<file path="src/rtl/gpio_rf_pkg.sv">
package gpio_rf_pkg;

    // Register group, equal to address bits 7:4 inside the bank window.
    typedef enum logic [3:0] {
        G_CFG   = 4'h0,
        G_OE    = 4'h1,
        G_OUT   = 4'h2,
        G_IN    = 4'h3,
        G_STS   = 4'h4,
        G_IEN   = 4'h5,
        G_ITYP  = 4'h6,
        G_CLR   = 4'h7,
        G_MCFG  = 4'h8,
        G_MOE   = 4'h9,
        G_MOUT  = 4'hA,
        G_MDBE  = 4'hB,
        G_MSTS  = 4'hC,
        G_MIEN  = 4'hD,
        G_MITYP = 4'hE,
        G_DBC   = 4'hF
    } grp_e;

    localparam int DATA_W   = 32;
    localparam int MASK_LSB = 8;   // mask byte position in a masked write
    localparam int DBC_W    = 8;   // debounce count width

endpackage

</file>
<file path="src/rtl/gpio_rf_decode.sv">
module gpio_rf_decode
    import gpio_rf_pkg::*;
#(
    parameter int ADDR_W    = 12,
    parameter int NUM_PORTS = 4
) (
    input  logic [ADDR_W-1:0] addr,
    output logic              hit,
    output grp_e              grp,
    output logic [1:0]        port
);
    localparam int WIN_BITS = 8;   // 256-byte bank window

    always_comb begin
        grp  = grp_e'(addr[7:4]);
        port = addr[3:2];
        hit  = (addr[ADDR_W-1:WIN_BITS] == '0) &&
               ({1'b0, addr[3:2]} < 3'(NUM_PORTS));
    end
endmodule

</file>
<file path="src/rtl/gpio_rf_sync.sv">
module gpio_rf_sync #(
    parameter int W = 32
) (
    input  logic         clk,
    input  logic         rst,
    input  logic [W-1:0] d,
    output logic [W-1:0] q
);
    typedef struct packed {
        logic [W-1:0] s1;
        logic [W-1:0] s2;
    } sync_t;

    sync_t st_d, st_q;

    always_comb begin
        st_d.s1 = d;
        st_d.s2 = st_q.s1;
    end

    always_ff @(posedge clk) begin
        if (rst) st_q <= '0;
        else     st_q <= st_d;
    end

    assign q = st_q.s2;
endmodule

</file>
<file path="src/rtl/gpio_rf_port.sv">
module gpio_rf_port
    import gpio_rf_pkg::*;
#(
    parameter int PINS = 8
) (
    input  logic                 clk,
    input  logic                 rst,
    input  logic                 sel,
    input  logic                 we,
    input  grp_e                 grp,
    input  logic [DATA_W-1:0]    wdata,
    output logic [PINS-1:0]      cfg,
    output logic [PINS-1:0]      oe,
    output logic [PINS-1:0]      out,
    output logic [PINS-1:0]      dbe,
    output logic [PINS-1:0]      ien,
    output logic [3*PINS-1:0]    ityp,
    output logic [DBC_W-1:0]     dbc,
    output logic [PINS-1:0]      clr
);
    localparam int TYP_W = 3 * PINS;

    typedef struct packed {
        logic [PINS-1:0]  cfg;
        logic [PINS-1:0]  oe;
        logic [PINS-1:0]  out;
        logic [PINS-1:0]  dbe;
        logic [PINS-1:0]  ien;
        logic [TYP_W-1:0] ityp;
        logic [DBC_W-1:0] dbc;
        logic [PINS-1:0]  clr;
    } port_t;

    port_t st_d, st_q;

    logic [PINS-1:0] wmask, wval;
    assign wmask = wdata[MASK_LSB +: PINS];
    assign wval  = wdata[PINS-1:0];

    function automatic logic [PINS-1:0] merge(input logic [PINS-1:0] old);
        return (old & ~wmask) | (wval & wmask);
    endfunction

    always_comb begin
        st_d     = st_q;
        st_d.clr = '0;
        if (sel && we) begin
            unique case (grp)
                G_CFG:   st_d.cfg  = wval;
                G_OE:    st_d.oe   = wval;
                G_OUT:   st_d.out  = wval;
                G_IEN:   st_d.ien  = wval;
                G_ITYP:  st_d.ityp = wdata[TYP_W-1:0];
                G_DBC:   st_d.dbc  = wdata[DBC_W-1:0];
                G_CLR:   st_d.clr  = wval;
                G_MCFG:  st_d.cfg  = merge(st_q.cfg);
                G_MOE:   st_d.oe   = merge(st_q.oe);
                G_MOUT:  st_d.out  = merge(st_q.out);
                G_MDBE:  st_d.dbe  = merge(st_q.dbe);
                G_MIEN:  st_d.ien  = merge(st_q.ien);
                G_MITYP: st_d.ityp[PINS-1:0] = merge(st_q.ityp[PINS-1:0]);
                default: ;   // input and status groups are read-only
            endcase
        end
    end

    always_ff @(posedge clk) begin
        if (rst) st_q <= '0;
        else     st_q <= st_d;
    end

    assign cfg  = st_q.cfg;
    assign oe   = st_q.oe;
    assign out  = st_q.out;
    assign dbe  = st_q.dbe;
    assign ien  = st_q.ien;
    assign ityp = st_q.ityp;
    assign dbc  = st_q.dbc;
    assign clr  = st_q.clr;
endmodule

</file>
<file path="src/rtl/gpio_rf.sv">
module gpio_rf
    import gpio_rf_pkg::*;
#(
    parameter int ADDR_W    = 12,
    parameter int NUM_PORTS = 4,
    parameter int PINS      = 8
) (
    input  logic                            clk,
    input  logic                            rst,
    input  logic                            we,
    input  logic [ADDR_W-1:0]               addr,
    input  logic [31:0]                     wdata,
    output logic [31:0]                     rdata,
    input  logic [NUM_PORTS*PINS-1:0]       pad_in,
    output logic [NUM_PORTS*PINS-1:0]       pad_out,
    output logic [NUM_PORTS*PINS-1:0]       pad_oe,
    input  logic [NUM_PORTS*PINS-1:0]       irq_sts,
    output logic [NUM_PORTS*PINS-1:0]       irq_clr,
    output logic [NUM_PORTS*PINS-1:0]       int_en,
    output logic [NUM_PORTS*3*PINS-1:0]     int_type,
    output logic [NUM_PORTS*PINS-1:0]       dbc_en,
    output logic [NUM_PORTS*DBC_W-1:0]      dbc_cnt
);
    localparam int NPIN  = NUM_PORTS * PINS;
    localparam int TYP_W = 3 * PINS;

    logic       hit;
    grp_e       grp;
    logic [1:0] port;

    gpio_rf_decode #(.ADDR_W(ADDR_W), .NUM_PORTS(NUM_PORTS)) u_dec (
        .addr (addr),
        .hit  (hit),
        .grp  (grp),
        .port (port)
    );

    logic [NPIN-1:0] in_sync;

    gpio_rf_sync #(.W(NPIN)) u_sync (
        .clk (clk),
        .rst (rst),
        .d   (pad_in),
        .q   (in_sync)
    );

    logic [PINS-1:0]  cfg_a  [NUM_PORTS];
    logic [PINS-1:0]  oe_a   [NUM_PORTS];
    logic [PINS-1:0]  out_a  [NUM_PORTS];
    logic [PINS-1:0]  dbe_a  [NUM_PORTS];
    logic [PINS-1:0]  ien_a  [NUM_PORTS];
    logic [TYP_W-1:0] ityp_a [NUM_PORTS];
    logic [DBC_W-1:0] dbc_a  [NUM_PORTS];
    logic [PINS-1:0]  clr_a  [NUM_PORTS];

    for (genvar p = 0; p < NUM_PORTS; p++) begin : g_port
        logic sel_p;
        assign sel_p = hit && (port == 2'(p));

        gpio_rf_port #(.PINS(PINS)) u_port (
            .clk   (clk),
            .rst   (rst),
            .sel   (sel_p),
            .we    (we),
            .grp   (grp),
            .wdata (wdata),
            .cfg   (cfg_a[p]),
            .oe    (oe_a[p]),
            .out   (out_a[p]),
            .dbe   (dbe_a[p]),
            .ien   (ien_a[p]),
            .ityp  (ityp_a[p]),
            .dbc   (dbc_a[p]),
            .clr   (clr_a[p])
        );

        assign pad_oe [p*PINS  +: PINS]  = cfg_a[p] & oe_a[p];
        assign pad_out[p*PINS  +: PINS]  = out_a[p];
        assign irq_clr[p*PINS  +: PINS]  = clr_a[p];
        assign int_en [p*PINS  +: PINS]  = ien_a[p];
        assign dbc_en [p*PINS  +: PINS]  = dbe_a[p];
        assign int_type[p*TYP_W +: TYP_W] = ityp_a[p];
        assign dbc_cnt[p*DBC_W +: DBC_W] = dbc_a[p];
    end

    // Read mux: same-cycle data for the addressed register.
    logic [31:0] rd_d;

    always_comb begin
        rd_d = '0;
        if (hit) begin
            unique case (grp)
                G_CFG,  G_MCFG:  rd_d = 32'(cfg_a[port]);
                G_OE,   G_MOE:   rd_d = 32'(oe_a[port]);
                G_OUT,  G_MOUT:  rd_d = 32'(out_a[port]);
                G_IN:            rd_d = 32'(in_sync[port*PINS +: PINS]);
                G_STS,  G_MSTS:  rd_d = 32'(irq_sts[port*PINS +: PINS]);
                G_IEN,  G_MIEN:  rd_d = 32'(ien_a[port]);
                G_ITYP, G_MITYP: rd_d = 32'(ityp_a[port]);
                G_MDBE:          rd_d = 32'(dbe_a[port]);
                G_DBC:           rd_d = 32'(dbc_a[port]);
                default:         rd_d = '0;   // clear group reads zero
            endcase
        end
    end

    assign rdata = rd_d;
endmodule

</file>
<file path="config.mk">
export PLATFORM = sky130hd
export DESIGN_NAME = gpio_rf
export DESIGN_NICKNAME = d
export VERILOG_FILES = /design/src/rtl/gpio_rf_pkg.sv /design/src/rtl/gpio_rf_decode.sv /design/src/rtl/gpio_rf_sync.sv /design/src/rtl/gpio_rf_port.sv /design/src/rtl/gpio_rf.sv
export SDC_FILE = /design/constraint.sdc
export NUM_CORES = 1
export LEC_CHECK = 0
export CORE_MARGIN = 1.5
export CORE_UTILIZATION = 49
export DETAILED_ROUTE_END_ITERATION = 10
export PLACE_DENSITY_LB_ADDON = 0.15
export SKIP_LAST_GASP = 1
export SYNTH_ARGS = -nofsm -noshare
export SYNTH_HDL_FRONTEND = slang
export SYNTH_SLANG_ARGS = --single-unit
</file>
<file path="constraint.sdc">
create_clock -name clk -period 5.4 [get_ports clk]
set_input_delay 1.62 -clock clk [delete_from_list [all_inputs] [get_ports clk]]
set_output_delay 1.62 -clock clk [all_outputs]
set_load 0.05 [all_outputs]
</file>
After elaboration in Yosys (flattened, before gate mapping)
Index checks and enable logic that the tools add are counted.
Widths: inputs -> output; s select.
{"block": "word_totals", "regBits": 384, "latch_bits": 0, "mem_bits_rw": 0, "rom_bits": 0, "out_inout_bits": 320, "n_memories": 0}
{"block": "op_classes", "add_sub_neg": 0, "multipliers": 0, "div": 0, "order_cmp": 1, "eq_ne": 18, "n_shift": 2, "mux": 44, "n_bitwise": 59, "reduce_logical": 58}
{"cell": "$pmux 8 s2", "count": 20}
{"cell": "$and 8x8->8", "count": 29}
{"cell": "$pmux 24 s9", "count": 1}
{"cell": "$or 8x8->8", "count": 24}
{"cell": "$mux 8", "count": 13}
{"cell": "$bmux 8 s2", "count": 6}
{"cell": "$mux 24", "count": 3}
{"cell": "$reduce_and 2->1", "count": 32}
{"cell": "$shiftx 32x6->8", "count": 2}
{"cell": "$bmux 24 s2", "count": 1}
{"cell": "$eq 4x4->1 const B", "count": 8}
{"cell": "$reduce_or 2->1", "count": 10}
{"cell": "$eq 4x3->1 const B", "count": 4}
{"cell": "$reduce_bool 2->1", "count": 5}
{"cell": "$eq 4x2->1 const B", "count": 2}
{"cell": "$logic_and 1x1->1", "count": 8}
{"cell": "$logic_not 4->1", "count": 2}
{"cell": "$not 8->8", "count": 1}
{"cell": "$eq 2x2->1 const B", "count": 2}
{"cell": "$eq 4x1->1 const B", "count": 1}
{"cell": "$not 1->1", "count": 4}
{"cell": "$ge 3x3->1 const B", "count": 1}
{"cell": "$not 2->3", "count": 1}
{"cell": "$eq 2x1->1 const B", "count": 1}
{"cell": "$logic_not 2->1", "count": 1}

Longest topological paths before layout
Gate-level depths: netlist of the first run.
{"block": "depth", "ltp_word": 6, "depth_mapped": 8, "ltp_nobuf": 5}

Hierarchy
Synthesis of the first run repeated with hierarchy kept, for this count alone.
{"block": "unflattened", "cells_unflattened": 1833, "hier_area_um2": 19467.4}
{"module": "gpio_rf_port", "instances": 4, "cells_each": 346, "area_each_um2": 3532.1}
{"module": "gpio_rf", "instances": 1, "cells_each": 307, "area_each_um2": 3363.2}
{"module": "gpio_rf_sync", "instances": 1, "cells_each": 135, "area_each_um2": 1918.1}
{"module": "gpio_rf_decode", "instances": 1, "cells_each": 7, "area_each_um2": 57.6}

Least setup slack after synthesis of the first run
OpenSTA, ideal clock, no wires.
{"block": "synth_path", "kind": "input to output", "from": "input addr[3]", "to": "output rdata[5]", "arrival_time_ns": 3.798, "slack_ns": -0.018, "stages": 8, "path_buffers": 4, "cell_sequence": "buf_2 -> buf_2 -> buf_2 -> buf_2 -> mux2i_1 -> o22ai_1 -> a211oi_1 -> a31oi_1"}
{"block": "synth_via", "elab_chain_len": 6}
{"element": "start, declared", "line": "gpio_rf.sv:11", "rtl": "input logic [ADDR_W-1:0] addr,"}
{"element": "parallel branches: the longest is 4 deep, another holds $shiftx 32x6->8"}
{"element": "$pmux 24 s9 (*)", "line": "gpio_rf.sv:92", "rtl": "unique case (grp)"}
{"element": "$mux 24 (*)", "line": "gpio_rf.sv:91", "rtl": "if (hit) begin"}
{"element": "end, declared", "line": "gpio_rf.sv:13", "rtl": "output logic [31:0] rdata,"}
Every way passes the cells marked *. The select of a mux whose other input is x is not followed.

Final worst setup path of the first run
{"block": "layout_path", "from": "input addr[6]", "to": "output rdata[1]"}
{"block": "layout_via", "elab_chain_len": 4}
{"element": "$eq 4x4->1, or another cell as far along", "line": "gpio_rf.sv:92"}
{"element": "$reduce_or 2->1", "line": "gpio_rf.sv:92"}
{"element": "$pmux 24 s9 (*)", "line": "gpio_rf.sv:92"}
{"element": "$mux 24 (*)", "line": "gpio_rf.sv:91"}
Every way passes the cells marked *; elsewhere a longest branch is shown, timed or not.

==> impl_metrics.ini, run 1 <==
[finish]
final.fill_count = 2604
drive_above_1_share = 0.120
antennaDiodeCount = 0
area_delta_synth_final_pct = 39.3
fin_nets = 2432
register_area_mm2 = 0.00769
fin_area_mm2 = 0.0233
multiInputGateArea_mm2 = 0.00835
fin_util = 0.694

[detailed_routing]
first_pass_iters = 6
ant_nets = 0
totalWireLength_mm = 67.5
drt_iter0_markers = 1877
num_vias = 17300
via_per_inst = 6.18
drc = 0
wl_per_cell_um = 24.2

[cts]
cts_root_buf = clkbuf_16
clk_latency_ns = 0.53
cts_max_path_buffers = 3
htreeDepth = 2
cts_made_buffers = 40
ctsHoldBuffers = 0
clk_pin_slew_worst_paths_ns = 0.06
cts_tree = built
cts_sinks = 384

[sta]
timing.slew.headroom = 0.0955
finalClockSkew_ns = 0.00343
fmax_mhz = 186
timing.final.crit_share = 0.996
slew_violations = 0
rsz0062_at_grt = true
worst_pin_slew_ns = 1.35
final-hold-violation-count = 0
layout_min_cycle_time_ns = 5.38
setup_violations = 0

[power_and_ir_drop]
switching_share = 0.232
powerDensity_mw_per_mm2 = 269
ir_worst_vdd_mv = 0.198
power.leakage_uw = 0.00778
power_frac_comb = 0.074
p_clk_frac = 0.468
internal-power_uw = 4800
seq_power_share = 0.458
p_sw_uw = 1450

[setup_path]
r2r_setup_slack_ns = 4.56
arrival_ns = 3.76
cp_max_fo = 9
reg2reg_depth = 2
critPathLaunchType = primary input
critical_path_class = primary input to primary output
worst_setup_path_end_kind = primary output
required_ns = 3.78

[min_path]
whs_endpoint = u_sync.q[5]
holdPathStages = 1
hp-class = flop to flop
hp-start = u_sync.st_d[5]

[global_routing]
grt-ovfl-total = 0
first_global_vias = 16600
grt_max_degree = 164
grt_pass1_wl_mm = 100
grtUsageTotal = 0.370
antenna_found_initial = 0

[job]
drv_cap = 0

[die]
io_pins = 431
initial_core_util = 0.498
rows = 67
die_area_mm2 = 0.0352
die_h_um = 188
die_w_um = 188
core_mm2 = 0.0335

[synth]
synth_seq_cells = 384
synth_edf_count = 0
ys_seq_area_frac = 0.460
yosysTopAreaCellShare = 0.460
synth_area_per_cell_um2 = 8.61
yosys.area.top_type = dfxtp_1
synth_cell_type_count = 53
syn_inst = 1940
async_flop_share = 0
yosysWarnings = 0
synth_top_cells_by_count = dfxtp_1, a21oi_1, nand2_1, o21ai_0, nand3_1
syn_area_mm2 = 0.0167
yosysMostFrequentCell = dfxtp_1
synth_ff_type = dfxtp_1
ys_top_cells_by_area = dfxtp_1, a21oi_1, mux4_2

[status]
status = finished clean

[place]
place_congestion = 0.949
placed_cell_area_mm2 = 0.0218
io_buffers = 412
dp_hpwl_mm = 46.6
[timing repair]
| item | CTS | global route |
|---|---|---|
| gates cloned | 0 | 1 |
| setup buffers | 1 | 5 |
| endpoints found under the hold margin | 0 | 0 |
| setup endpoints to repair | 6 | 7 |
| pin swaps | 1 | 5 |
| resized for setup | 8 | 9 |
[cell families (layout without fill, tap and decap cells)]
family,count (synthesis),after routing,synth area share
AO/OA/AOI/OAI,538,538,0.169
buffers and inverters,184,584,0.0462
flip-flops,384,384,0.460
multiplexers,112,112,0.115
other,1,8,0.000225
AND/OR/NAND/NOR,721,721,0.209
[how the worst max path moves through the flow]
| stage | cells after the start | from | slack, ns | end |
|---|---|---|---|---|
| after global placement | 8 | addr[5] | -0.10 | rdata[7] |
| after global routing | 11 | addr[6] | -0.04 | rdata[0] |
| final | 10 | addr[6] | 0.02 | rdata[1] |
| after CTS | 11 | addr[5] | 0.0009 | rdata[0] |
| after detailed placement | 9 | addr[5] | -0.09 | rdata[7] |
| after floorplan | 7 | addr[3] | 0.001 | rdata[4] |
[worst max-delay path, stage by stage]
cell and delay, ns:
clkdlybuf4s50_1 0.40, buf_4 0.17, buf_4 0.16, nor3b_1 0.24, nand2_1 0.21, o22ai_1 0.22, nor4_1 0.09, buf_4 0.15
a31oi_1 0.29, buf_12 0.19
[layout make-up]
type                       count  share of cell area
clock buffer                  56              0.0513
tap                          448              0.0241
timing repair buffer         513               0.226
inverter                       3            0.000484
sequential                   384               0.330
clock inverter                12             0.00823
multi-input combinational   1379               0.359
[power groups by stage]
stage / sequential [uW] / combinational [uW] / clock, uW
floorplan: 2920 / 235 / 0
global placement: 2920 / 433 / 0
detailed placement: 2920 / 438 / 0
CTS: 2860 / 442 / 2930
global route: 2860 / 477 / 3040
finish: 2860 / 460 / 2930
[metal layers]
layer | share of wire | vias up | wire length [um] | global-route usage
li1 | - | 7605 | - | -
met1 | 0.37 | 8183 | 25200 | 0.465
met2 | 0.45 | 1253 | 30700 | 0.595
met3 | 0.11 | 235 | 7550 | 0.0799
met4 | 0.061 | 0 | 4100 | 0.202
met5 | 0 | - | 0 | 0
[stage by stage]
stage	power (uW)	worst slack [ns]	cells	setup TNS (ns)	hold WS, ns
3_3_place_gp	3360	-0.101	2720	-0.227	0.421
5_1_grt	6380	-0.0400	2795	-0.0600	0.448
4_1_cts	6230	0.000866	2789	0	0.438
3_5_place_dp	3360	-0.0944	2720	-0.301	0.426
2_1_floorplan	3160	0.00128	1947	0	0.414
6_report	6250	0.0191	2795	0	0.434
[cells in the final DEF (no fill, tap or decap), types with 7 or more instances in the layout]
master	netlist	layout
o21ai_0	193	193
clkdlybuf4s50_1	0	383
a22oi_1	8	8
dfxtp_1	384	384
a21oi_1	290	290
conb_1	1	8
and2_1	35	35
nand3_1	163	163
mux2i_1	48	48
nand2b_1	13	13
nand4_1	35	35
clkbuf_16	0	41
o22ai_1	18	17
clkbuf_8	0	11
nor2_1	95	94
buf_4	9	87
buf_12	0	34
mux4_2	64	64
nand2_1	263	263
a31oi_1	8	7
nor2b_1	83	83
Note: power is estimated with default switching activity, not from simulation.
==> run 2: changes to the inputs <==
ABC_CLOCK_PERIOD_IN_PS = 5400   (was default)
==> results of run 2 <==
The final DEF is identical to that of run 1; final timing and power are the same.
